<file path="src/rtl/sbc_pkg.sv">
package sbc_pkg;

    parameter int unsigned FU_N  = 4;
    parameter int unsigned REG_N = 8;
    parameter int unsigned OP_W  = 4;

    localparam int unsigned FU_W  = $clog2(FU_N);
    localparam int unsigned REG_W = $clog2(REG_N);

    typedef logic [FU_W-1:0]  fu_id_t;
    typedef logic [REG_W-1:0] reg_id_t;
    typedef logic [OP_W-1:0]  op_t;

    // Producer reference: vld=0 means the value already sits in the register file
    typedef struct packed {
        logic   vld;
        fu_id_t id;
    } tag_t;

    // Full per-unit record held inside a slot
    typedef struct packed {
        logic    busy;
        op_t     op;
        reg_id_t fi;
        reg_id_t fj;
        reg_id_t fk;
        tag_t    qj;
        tag_t    qk;
        logic    rj;
        logic    rk;
        logic    fin;
    } fu_rec_t;

    // Fields of a slot that the surrounding control logic looks at
    typedef struct packed {
        logic    busy;
        op_t     op;
        reg_id_t fi;
        reg_id_t fj;
        reg_id_t fk;
        logic    rj;
        logic    rk;
        logic    fin;
    } fu_view_t;

    // A tag whose producer is writing back right now counts as resolved
    function automatic tag_t settle_tag(tag_t t, logic wb_any, fu_id_t wb_id);
        tag_t r;
        r = t;
        if (t.vld && wb_any && (t.id == wb_id))
            r = '0;
        return r;
    endfunction

    // Does this unit still need the old contents of register x?
    function automatic logic still_reads(fu_view_t v, reg_id_t x);
        return v.busy && ((v.rj && (v.fj == x)) || (v.rk && (v.fk == x)));
    endfunction

endpackage

</file>
<file path="src/rtl/sbc_reg_status.sv">
module sbc_reg_status
    import sbc_pkg::*;
(
    input  logic    clk,
    input  logic    rst,
    input  logic    set_en,
    input  reg_id_t set_reg,
    input  fu_id_t  set_fu,
    input  logic    clr_en,
    input  reg_id_t clr_reg,
    input  reg_id_t look_a,
    input  reg_id_t look_b,
    input  reg_id_t look_d,
    output tag_t    tag_a,
    output tag_t    tag_b,
    output logic    dst_pending
);

    tag_t tab [REG_N];

    always_ff @(posedge clk) begin
        if (rst) begin
            for (int i = 0; i < REG_N; i++)
                tab[i] <= '0;
        end else begin
            if (clr_en)
                tab[clr_reg] <= '0;
            if (set_en)
                tab[set_reg] <= '{vld: 1'b1, id: set_fu};
        end
    end

    assign tag_a       = tab[look_a];
    assign tag_b       = tab[look_b];
    assign dst_pending = tab[look_d].vld;

endmodule

</file>
<file path="src/rtl/sbc_fu_slot.sv">
module sbc_fu_slot
    import sbc_pkg::*;
(
    input  logic     clk,
    input  logic     rst,
    input  logic     issue_en,
    input  op_t      iss_op,
    input  reg_id_t  iss_dst,
    input  reg_id_t  iss_src1,
    input  reg_id_t  iss_src2,
    input  tag_t     src1_tag,
    input  tag_t     src2_tag,
    input  logic     rd_take,
    input  logic     done_in,
    input  logic     wb_any,
    input  fu_id_t   wb_id,
    input  logic     wb_take,
    output fu_view_t view
);

    fu_rec_t r;

    always_ff @(posedge clk) begin
        if (rst) begin
            r <= '0;
        end else if (issue_en) begin
            r.busy <= 1'b1;
            r.op   <= iss_op;
            r.fi   <= iss_dst;
            r.fj   <= iss_src1;
            r.fk   <= iss_src2;
            r.qj   <= src1_tag;
            r.qk   <= src2_tag;
            r.rj   <= !src1_tag.vld;
            r.rk   <= !src2_tag.vld;
            r.fin  <= 1'b0;
        end else if (wb_take) begin
            r <= '0;
        end else begin
            // operands consumed: later WAR checks must see them as gone
            if (rd_take) begin
                r.rj <= 1'b0;
                r.rk <= 1'b0;
            end
            if (r.qj.vld && wb_any && (r.qj.id == wb_id)) begin
                r.qj <= '0;
                r.rj <= 1'b1;
            end
            if (r.qk.vld && wb_any && (r.qk.id == wb_id)) begin
                r.qk <= '0;
                r.rk <= 1'b1;
            end
            if (done_in && r.busy)
                r.fin <= 1'b1;
        end
    end

    assign view = '{busy: r.busy, op: r.op, fi: r.fi, fj: r.fj, fk: r.fk,
                    rj: r.rj, rk: r.rk, fin: r.fin};

endmodule

</file>
<file path="src/rtl/sbc_wb_pick.sv">
module sbc_wb_pick
    import sbc_pkg::*;
(
    input  logic [FU_N-1:0] elig,
    output logic [FU_N-1:0] grant,
    output logic            any,
    output fu_id_t          id
);

    assign grant = elig & (~elig + 1'b1);
    assign any   = |elig;

    always_comb begin
        id = '0;
        for (int i = FU_N - 1; i >= 0; i--)
            if (elig[i])
                id = fu_id_t'(i);
    end

endmodule

</file>
<file path="src/rtl/sb_ctrl.sv">
module sb_ctrl
    import sbc_pkg::*;
(
    input  logic                 clk,
    input  logic                 rst,
    input  logic                 iss_valid,
    input  logic [FU_W-1:0]      iss_fu,
    input  logic [OP_W-1:0]      iss_op,
    input  logic [REG_W-1:0]     iss_dst,
    input  logic [REG_W-1:0]     iss_src1,
    input  logic [REG_W-1:0]     iss_src2,
    output logic                 iss_ready,
    output logic [FU_N-1:0]      rd_grant,
    output logic [FU_N*OP_W-1:0] fu_op,
    input  logic [FU_N-1:0]      fu_done,
    output logic [FU_N-1:0]      wb_grant,
    output logic [REG_W-1:0]     wb_reg
);

    fu_view_t        view [FU_N];
    tag_t            tag_a, tag_b, tag_a_eff, tag_b_eff;
    logic            dst_pending;
    logic            iss_take;
    logic [FU_N-1:0] elig;
    logic            wb_any;
    fu_id_t          wb_id;

    sbc_reg_status u_rstat (
        .clk        (clk),
        .rst        (rst),
        .set_en     (iss_take),
        .set_reg    (iss_dst),
        .set_fu     (iss_fu),
        .clr_en     (wb_any),
        .clr_reg    (wb_reg),
        .look_a     (iss_src1),
        .look_b     (iss_src2),
        .look_d     (iss_dst),
        .tag_a      (tag_a),
        .tag_b      (tag_b),
        .dst_pending(dst_pending)
    );

    assign tag_a_eff = settle_tag(tag_a, wb_any, wb_id);
    assign tag_b_eff = settle_tag(tag_b, wb_any, wb_id);

    assign iss_ready = !view[iss_fu].busy && !dst_pending;
    assign iss_take  = iss_valid && iss_ready;

    for (genvar f = 0; f < FU_N; f++) begin : g_fu
        logic war_ok;

        always_comb begin
            war_ok = 1'b1;
            for (int g = 0; g < FU_N; g++)
                if (g != f && still_reads(view[g], view[f].fi))
                    war_ok = 1'b0;
        end

        assign elig[f]               = view[f].busy && view[f].fin && war_ok;
        assign rd_grant[f]           = view[f].busy && view[f].rj && view[f].rk;
        assign fu_op[f*OP_W +: OP_W] = view[f].op;

        sbc_fu_slot u_slot (
            .clk     (clk),
            .rst     (rst),
            .issue_en(iss_take && (iss_fu == fu_id_t'(f))),
            .iss_op  (iss_op),
            .iss_dst (iss_dst),
            .iss_src1(iss_src1),
            .iss_src2(iss_src2),
            .src1_tag(tag_a_eff),
            .src2_tag(tag_b_eff),
            .rd_take (rd_grant[f]),
            .done_in (fu_done[f]),
            .wb_any  (wb_any),
            .wb_id   (wb_id),
            .wb_take (wb_grant[f]),
            .view    (view[f])
        );
    end

    sbc_wb_pick u_pick (
        .elig (elig),
        .grant(wb_grant),
        .any  (wb_any),
        .id   (wb_id)
    );

    assign wb_reg = wb_any ? view[wb_id].fi : '0;

endmodule

</file>
<file path="config.mk">
export PLATFORM = sky130hd
export DESIGN_NAME = sb_ctrl
export DESIGN_NICKNAME = d
export VERILOG_FILES = /design/src/rtl/sbc_pkg.sv /design/src/rtl/sbc_reg_status.sv /design/src/rtl/sbc_fu_slot.sv /design/src/rtl/sbc_wb_pick.sv /design/src/rtl/sb_ctrl.sv
export SDC_FILE = /design/constraint.sdc
export NUM_CORES = 1
export LEC_CHECK = 0
export BUFFER_PORTS_ARGS = -buffer_cell sky130_fd_sc_hd__buf_2
export CORE_ASPECT_RATIO = 0.75
export CORE_UTILIZATION = 45
export CTS_BUF_LIST = sky130_fd_sc_hd__clkbuf_8 sky130_fd_sc_hd__clkbuf_16
export DETAILED_ROUTE_END_ITERATION = 12
export PLACE_DENSITY = 0.66
export SYNTH_ARGS = -nofsm -noshare
export SYNTH_HDL_FRONTEND = slang
export SYNTH_SLANG_ARGS = --single-unit
</file>
<file path="constraint.sdc">
create_clock -name clk -period 3.25 [get_ports clk]
set_input_delay 0.1625 -clock clk [delete_from_list [all_inputs] [get_ports clk]]
set_output_delay 0.1625 -clock clk [all_outputs]
set_load 0.05 [all_outputs]
</file>
==> results.json, run 1 <==
{
  "drtIter0Drc": 697,
  "clk_latency_ns": 0.42,
  "endpoint": "wb_reg[0]",
  "grt_pass1_wl_um": 32950,
  "grt_usage_pct": 29.52,
  "routedLengthMet1_um": 9165,
  "maxCapViolations": 0,
  "portBuffers": 49,
  "pin_count": 50,
  "gp_congestion": 0.9824,
  "clock_skew_ns": 0.008266,
  "syn-cell-area_mm2": 0.006553,
  "yosysUniqueCellTypes": 63,
  "worstRegToRegCells": 11,
  "synth_top_area_cell": "dfxtp_1",
  "hp-class": "in -> reg",
  "drtAntennaViolNets": 0,
  "worst-path-max-fanout": 5,
  "placementRows": 37,
  "yosysWarnings": 0,
  "synthTopCellsByArea": "dfxtp_1, xnor2_1, edfxtp_1, mux4_2, buf_4",
  "ys_seq_area_share_pct": 37.88,
  "power.static_leakage_nw": 2.747,
  "rsz0062_at_grt": "no",
  "critical_path_class": "reg -> out",
  "cp.required_ns": 3.09,
  "wl_met2_um": 9603,
  "r2r_slack_ns": 0.14,
  "regToRegStartpoint": "g_fu[1].u_slot.view[10]$_SDFFE_PP0P_",
  "htreeDepth": 4,
  "syn_area_per_cell_um2": 9.415,
  "dp.cells": 911,
  "final.period_utilization_pct": 98.01,
  "post-route-min-period_ns": 3.185,
  "crit_arrival_ns": 3.02,
  "antenna_found_initial": 0,
  "fp.dieH_um": 106.5,
  "syn_nets": 718,
  "final_net_count": 765,
  "critPathCaptureType": "output pin",
  "wl_met3_um": 2011,
  "die_w_um": 141.3,
  "cts_buffers": 17,
  "cp-start-kind": "flop",
  "routed_wl_um": 21440,
  "first_pass_iters": 6,
  "grt_max_degree": 39,
  "top_layer": "met4",
  "netlist.area_leader.share_pct": 30.55,
  "finalSetupViolCount": 0,
  "clockBufferDepth": 2,
  "finalHoldViolations": 0,
  "finalNonFillerCells": 951,
  "worst_slew_pin_slew_ns": 0.7857,
  "ir_drop_uv": 351.8,
  "clk_pin_slew_ns": 0.06,
  "cellPowerDensity_mw_per_mm2": 509.7,
  "dieArea_mm2": 0.01505,
  "synth_top_cells_by_count": "dfxtp_1, xnor2_1, nor2_1",
  "areaGrowthSynthToFinish_pct": 17.72,
  "post-synth-top-count-cell": "dfxtp_1",
  "wire_per_inst_um": 22.54,
  "antenna_cells": 0,
  "slew_viol_final": 0,
  "drive_above_1_share_pct": 23.94,
  "syn_inst": 696,
  "hpwl_um": 15480,
  "run_status": "complete, no violations",
  "core-area_mm2": 0.01398,
  "startpoint": "g_fu[1].u_slot.view[10]$_SDFFE_PP0P_",
  "cts_num_sinks": 116,
  "hold_ws_ns": 0.002929,
  "initial_core_util_pct": 46.87,
  "synth_edf_count": 16,
  "drc": 0,
  "via_per_inst": 6.384,
  "cts-root-buf": "clkbuf_16",
  "synth_flop_cell": "dfxtp_1",
  "cts_tree": "built",
  "async_flop_share_pct": 0,
  "ys_seq_elements": 116,
  "r2r-end": "u_rstat.tab[6][1]$_SDFFCE_PN0P_",
  "vias": 6071,
  "grt_pass1_vias": 5788,
  "fmax_ghz": 0.3139,
  "relSlewSlack_pct": 47.43,
  "nFillCells": 1263,
  "overflow": 0
}
per-stage QoR:
step / utilization (%) / setup slack [ns] / total power [mW] / area, µm² / TNS (ns)
3_3_place_gp: 49.92 / 0.04051 / 2.019 / 6979 / 0
6_report: 55.17 / 0.06464 / 3.932 / 7714 / 0
5_1_grt: 55.17 / 0.01042 / 4.043 / 7714 / 0
4_1_cts: 54.78 / 0.01437 / 3.934 / 7659 / 0
2_1_floorplan: - / 0.09133 / 1.884 / 6553 / 0
3_5_place_dp: 49.92 / -0.05091 / 2.031 / 6979 / -0.3020
worst max-delay path, cell delays in order, from the launching register on:
cell	delay [ns]
dfxtp_2	0.39
buf_4	0.17
xnor2_1	0.12
nand4_1	0.13
a21boi_1	0.42
nor4_4	0.11
buf_4	0.18
buf_4	0.13
or4_4	0.49
o221ai_2	0.13
nor2_1	0.11
buf_2	0.23
final cells by class:
type | instances | area [µm²] | share of cell area, %
multi-input cells | 490 | 3630 | 47.06
flip-flops and latches | 116 | 2494 | 32.33
clock buffers | 17 | 425.4 | 5.515
clock inverters | 15 | 170.2 | 2.206
inverters | 16 | 65.06 | 0.8435
repair buffers | 102 | 685.7 | 8.889
well taps | 195 | 244.0 | 3.163
worst min-delay path by stage:
| stage | startpoint | endpoint | slack, ns | cells after the start |
|---|---|---|---|---|
| final | iss_op[3] | g_fu[0].u_slot.view[15]$_SDFFE_PP0P_ | 0.003 | 2 |
| after global routing | iss_op[3] | g_fu[0].u_slot.view[15]$_SDFFE_PP0P_ | 0.001 | 2 |
| after CTS | iss_op[3] | g_fu[0].u_slot.view[15]$_SDFFE_PP0P_ | 0.00005 | 2 |
| after detailed placement | fu_done[0] | g_fu[0].u_slot.view[0]$_SDFFE_PP0P_ | 0.42 | 3 |
| after global placement | fu_done[0] | g_fu[0].u_slot.view[0]$_SDFFE_PP0P_ | 0.41 | 3 |
| after floorplan | iss_op[0] | g_fu[0].u_slot.view[12]$_SDFFE_PP0P_ | 0.30 | 1 |
layer usage:
| layer | track usage (%) | vias up |
|---|---|---|
| met5 | 0 | - |
| met4 | 12.66 | 0 |
| met3 | 6.667 | 58 |
| met2 | 45.26 | 337 |
| met1 | 39.74 | 2982 |
| li1 | - | 2694 |
power breakdown:
group | switching (mW) | internal (mW)
Sequential | 0.0706 | 1.51
Combinational | 0.266 | 0.174
Clock | 0.765 | 1.15
Total | 1.10 | 2.83
layout by cell type (no fill, tap or decap), drive strengths merged, types with 17 or more instances in the layout:
master / instances
o21ai: 23
a32o: 24
nand4: 38
dfxtp: 100
a22oi: 28
xnor2: 72
inv: 22
nor2: 67
nand2: 31
clkbuf: 19
a22o: 17
buf: 95
a21oi: 25
registers in the layout (all words and copies together), names as in the netlist:
| register | cells |
|---|---|
| g_fu.u_slot.r | 24 |
| g_fu.u_slot.view | 68 |
| u_rstat.tab | 24 |
kinds of logic (layout without fill, tap and decap cells):
logic type / after synthesis / in the layout / share of synthesized area (%)
flip-flops: 116 / 116 / 37.88
buffers and inverters: 90 / 150 / 7.638
AO/OA/AOI/OAI: 176 / 176 / 20.87
AND/OR/NAND/NOR: 214 / 214 / 17.19
XOR/XNOR: 72 / 72 / 9.624
multiplexers: 28 / 28 / 6.798
what timing repair did:
item / 4_1_cts / 5_1_grt
setup endpoints to repair: 33 / 9
hold endpoints to repair: 4 / 1
hold buffers: 4 / 1
pin swaps: 1 / 0
cloned: 0 / 0
setup buffers: 3 / 0
gates resized for setup: 13 / 9
Power figures use the tool's default switching activity.
==> run 2: changes to the inputs <==
--- a/config.mk
+++ b/config.mk
@@ -10,7 +10,8 @@
 export CORE_UTILIZATION = 45
 export CTS_BUF_LIST = sky130_fd_sc_hd__clkbuf_8 sky130_fd_sc_hd__clkbuf_16
 export DETAILED_ROUTE_END_ITERATION = 12
-export PLACE_DENSITY = 0.66
+export PLACE_DENSITY = 0.65
 export SYNTH_ARGS = -nofsm -noshare
 export SYNTH_HDL_FRONTEND = slang
+export SYNTH_HIERARCHICAL = 1
 export SYNTH_SLANG_ARGS = --single-unit
==> run 2 against run 1 <==
First-iteration DRC count is 28% lower. Clock power grew 8%. Flip-flop and latch count did not move. Utilization down 1.9 points. Final cell count fell by 8.0%. Total power rose by 4.2%. Global-route usage decreased by 3.2 points. Highest routed layer unchanged.
==> results.json, run 2 <==
{
  "run_status": "complete, no violations",
  "pin_count": 50,
  "cts_buffers": 17,
  "fp.dieH_um": 108.3,
  "dieArea_mm2": 0.01557,
  "clk_latency_ns": 0.41,
  "power.static_leakage_nw": 2.762,
  "netlist.area_leader.share_pct": 29.51,
  "finalNonFillerCells": 875,
  "cellPowerDensity_mw_per_mm2": 527.4,
  "placementRows": 38,
  "syn_area_per_cell_um2": 10.50,
  "yosysWarnings": 6,
  "finalSetupViolCount": 0,
  "syn_nets": 668,
  "r2r_slack_ns": 0.05,
  "finalHoldViolations": 0,
  "p_sw_mw": 1.022,
  "antenna_found_initial": 0,
  "post-route-min-period_ns": 3.197,
  "synth_top_area_cell": "dfxtp_1",
  "cts_num_sinks": 116,
  "syn-cell-area_mm2": 0.006783,
  "cts_tree": "built",
  "relSlewSlack_pct": 44.01,
  "first_pass_iters": 5,
  "routed_wl_um": 19480,
  "ys_seq_area_share_pct": 36.60,
  "yosysUniqueCellTypes": 50,
  "groute.layer.met1.usage_pct": 37.90,
  "grt_max_degree": 33,
  "areaGrowthSynthToFinish_pct": 14.57,
  "wire_per_inst_um": 22.27,
  "core-area_mm2": 0.01460,
  "maxCapViolations": 0,
  "synth_edf_count": 16,
  "seqPwrFrac_pct": 38.7,
  "final.period_utilization_pct": 98.37,
  "layout_common_cells": "xnor2_1, dfxtp_1, buf_4",
  "drtAntennaViolNets": 0,
  "use_met2_pct": 38.45,
  "cts-root-buf": "clkbuf_16",
  "cp-start-kind": "flop",
  "final_net_count": 684,
  "hp-class": "in -> reg",
  "grt.busiest_layer": "met2",
  "synth_top_cells_by_count": "dfxtp_1, xnor2_1, buf_4",
  "critical_path_class": "reg -> reg",
  "synthTopCellsByArea": "dfxtp_1, xnor2_1, buf_4, edfxtp_1, a22o_1",
  "clkPwrFrac_pct": 50.2,
  "syn_inst": 646,
  "clockBufferDepth": 2,
  "worst-path-max-fanout": 7,
  "dp.cells": 840,
  "drive_above_1_share_pct": 31.56,
  "hpwl_um": 14040,
  "setup_tns_ns": 0,
  "slew_viol_final": 0,
  "overflow": 0,
  "hold_ws_ns": 0.008253,
  "vias": 5329,
  "switching_share_pct": 24.95,
  "ir_drop_uv": 441.8,
  "die_w_um": 143.8,
  "async_flop_share_pct": 0,
  "gp_congestion": 0.9200,
  "via_per_inst": 6.090,
  "drc": 0,
  "grt_pass1_vias": 5117,
  "clock_skew_ns": 0.009310,
  "ctsHoldBuffers": 0,
  "layout_commonest_cell": "xnor2_1",
  "ys_seq_elements": 116,
  "postLayoutCoreUtil_pct": 53.24,
  "antenna_cells": 0,
  "cp.required_ns": 3.34,
  "htreeDepth": 4,
  "worst_slew_pin_slew_ns": 0.8398,
  "p_total_mw": 4.099,
  "pwr-share-comb_pct": 11.1,
  "p_int_mw": 3.076,
  "grt_use_met3_pct": 5.492,
  "crit_arrival_ns": 3.29,
  "grt_usage_pct": 26.33,
  "fmax_ghz": 0.3128,
  "post-synth-top-count-cell": "dfxtp_1",
  "clk_pin_slew_ns": 0.06,
  "initial_core_util_pct": 46.47,
  "grt_pass1_wl_um": 30070,
  "synth_flop_cell": "dfxtp_1",
  "critPathCaptureType": "flop",
  "largest_reg_flops": 68,
  "drtIter0Drc": 500,
  "portBuffers": 49
}
-- run 2: cell count changes after synthesis, moves of 10 or more --
cell      delta
xnor2_1     +16
buf_4       +35
clkbuf_1    -27
or3_1       -10
buf_2       +15
mux4_1      +12
buf_6       +13
o21ai_0     -18
nor2b_1     +10
nor2_1      -55
mux2i_1     -13
a22o_1      +35
nand2_1     -22
a22oi_1     -28
-- run 2: final timing paths --
kind,start,depth (start not counted),to
worst max-delay path,g_fu[3].u_slot/view[11]$_SDFFE_PP0P_,11,u_rstat/tab[0][0]$_SDFFCE_PN0P_
worst min-delay path,fu_done[0],3,g_fu[0].u_slot/view[0]$_SDFFE_PP0P_
worst max register to register,g_fu[3].u_slot/view[11]$_SDFFE_PP0P_,11,u_rstat/tab[0][0]$_SDFFCE_PN0P_
worst min register to register,g_fu[0].u_slot/view[14]$_SDFFE_PP0P_,1,g_fu[0].u_slot/view[14]$_SDFFE_PP0P_
-- run 2: repair_timing --
action / in CTS / in global routing
gates resized for setup: 17 / 31
pin swaps: 1 / 5
buffers inserted: 2 / 1
endpoints found under the setup margin: 30 / 34
gates cloned: 0 / 0
-- run 2: logic make-up (layout without fill, tap and decap cells) --
family / Yosys count / after routing / share of synthesized area, %
AOI/OAI and AO/OA: 130 / 130 / 16.07
buffers and inverters: 130 / 159 / 13.01
muxes: 25 / 25 / 7.803
DFF: 116 / 116 / 36.60
and+or+nand+nor: 153 / 153 / 14.65
xor gates and xnor gates: 92 / 92 / 11.88
-- run 2: final cells by class --
class                   count  area (µm²)
multi-input cells         400        3561
clock inverters            12       175.2
inverters                  22       82.58
repair buffers            105       685.7
well taps                 200       250.2
fillers                  1271        6825
flip-flops and latches    116        2539
clock buffers              20       478.0
-- run 2: critical path, stage by stage (launching register included) --
cell and delay [ns]:
dfxtp_4 0.40, xnor2_1 0.16, nand4_1 0.10, a21boi_1 0.09, nor4_2 0.25, buf_4 0.16
nand2b_1 0.09, a21oi_4 0.25, mux4_2 0.53, and2_4 0.18, or4b_4 0.54, o211ai_1 0.14
-- run 2: power by group through the flow --
| stage | combinational (mW) | sequential (mW) | clock [mW] |
|---|---|---|---|
| global route | 0.485 | 1.59 | 2.14 |
| floorplan | 0.383 | 1.56 | 0 |
| global placement | 0.435 | 1.61 | 0 |
| finish | 0.455 | 1.59 | 2.06 |
| CTS | 0.447 | 1.59 | 2.07 |
| detailed placement | 0.443 | 1.62 | 0 |
-- run 2: stage by stage --
stage | instance area (µm²) | worst slack, ns
after floorplan | 6945 | -0.3070
after global placement | 7019 | -0.2572
after detailed placement | 7019 | -0.2984
after CTS | 7710 | 0.003121
after global routing | 7771 | -0.01129
final | 7771 | 0.05296
-- run 2: metal layers --
metal	part of all wire, %	wire length (µm)	vias to the layer above
met2	42	8194	251
met5	0	0	-
met1	47	9218	2632
met4	2.5	484	0
li1	-	-	2403
met3	8.1	1585	43
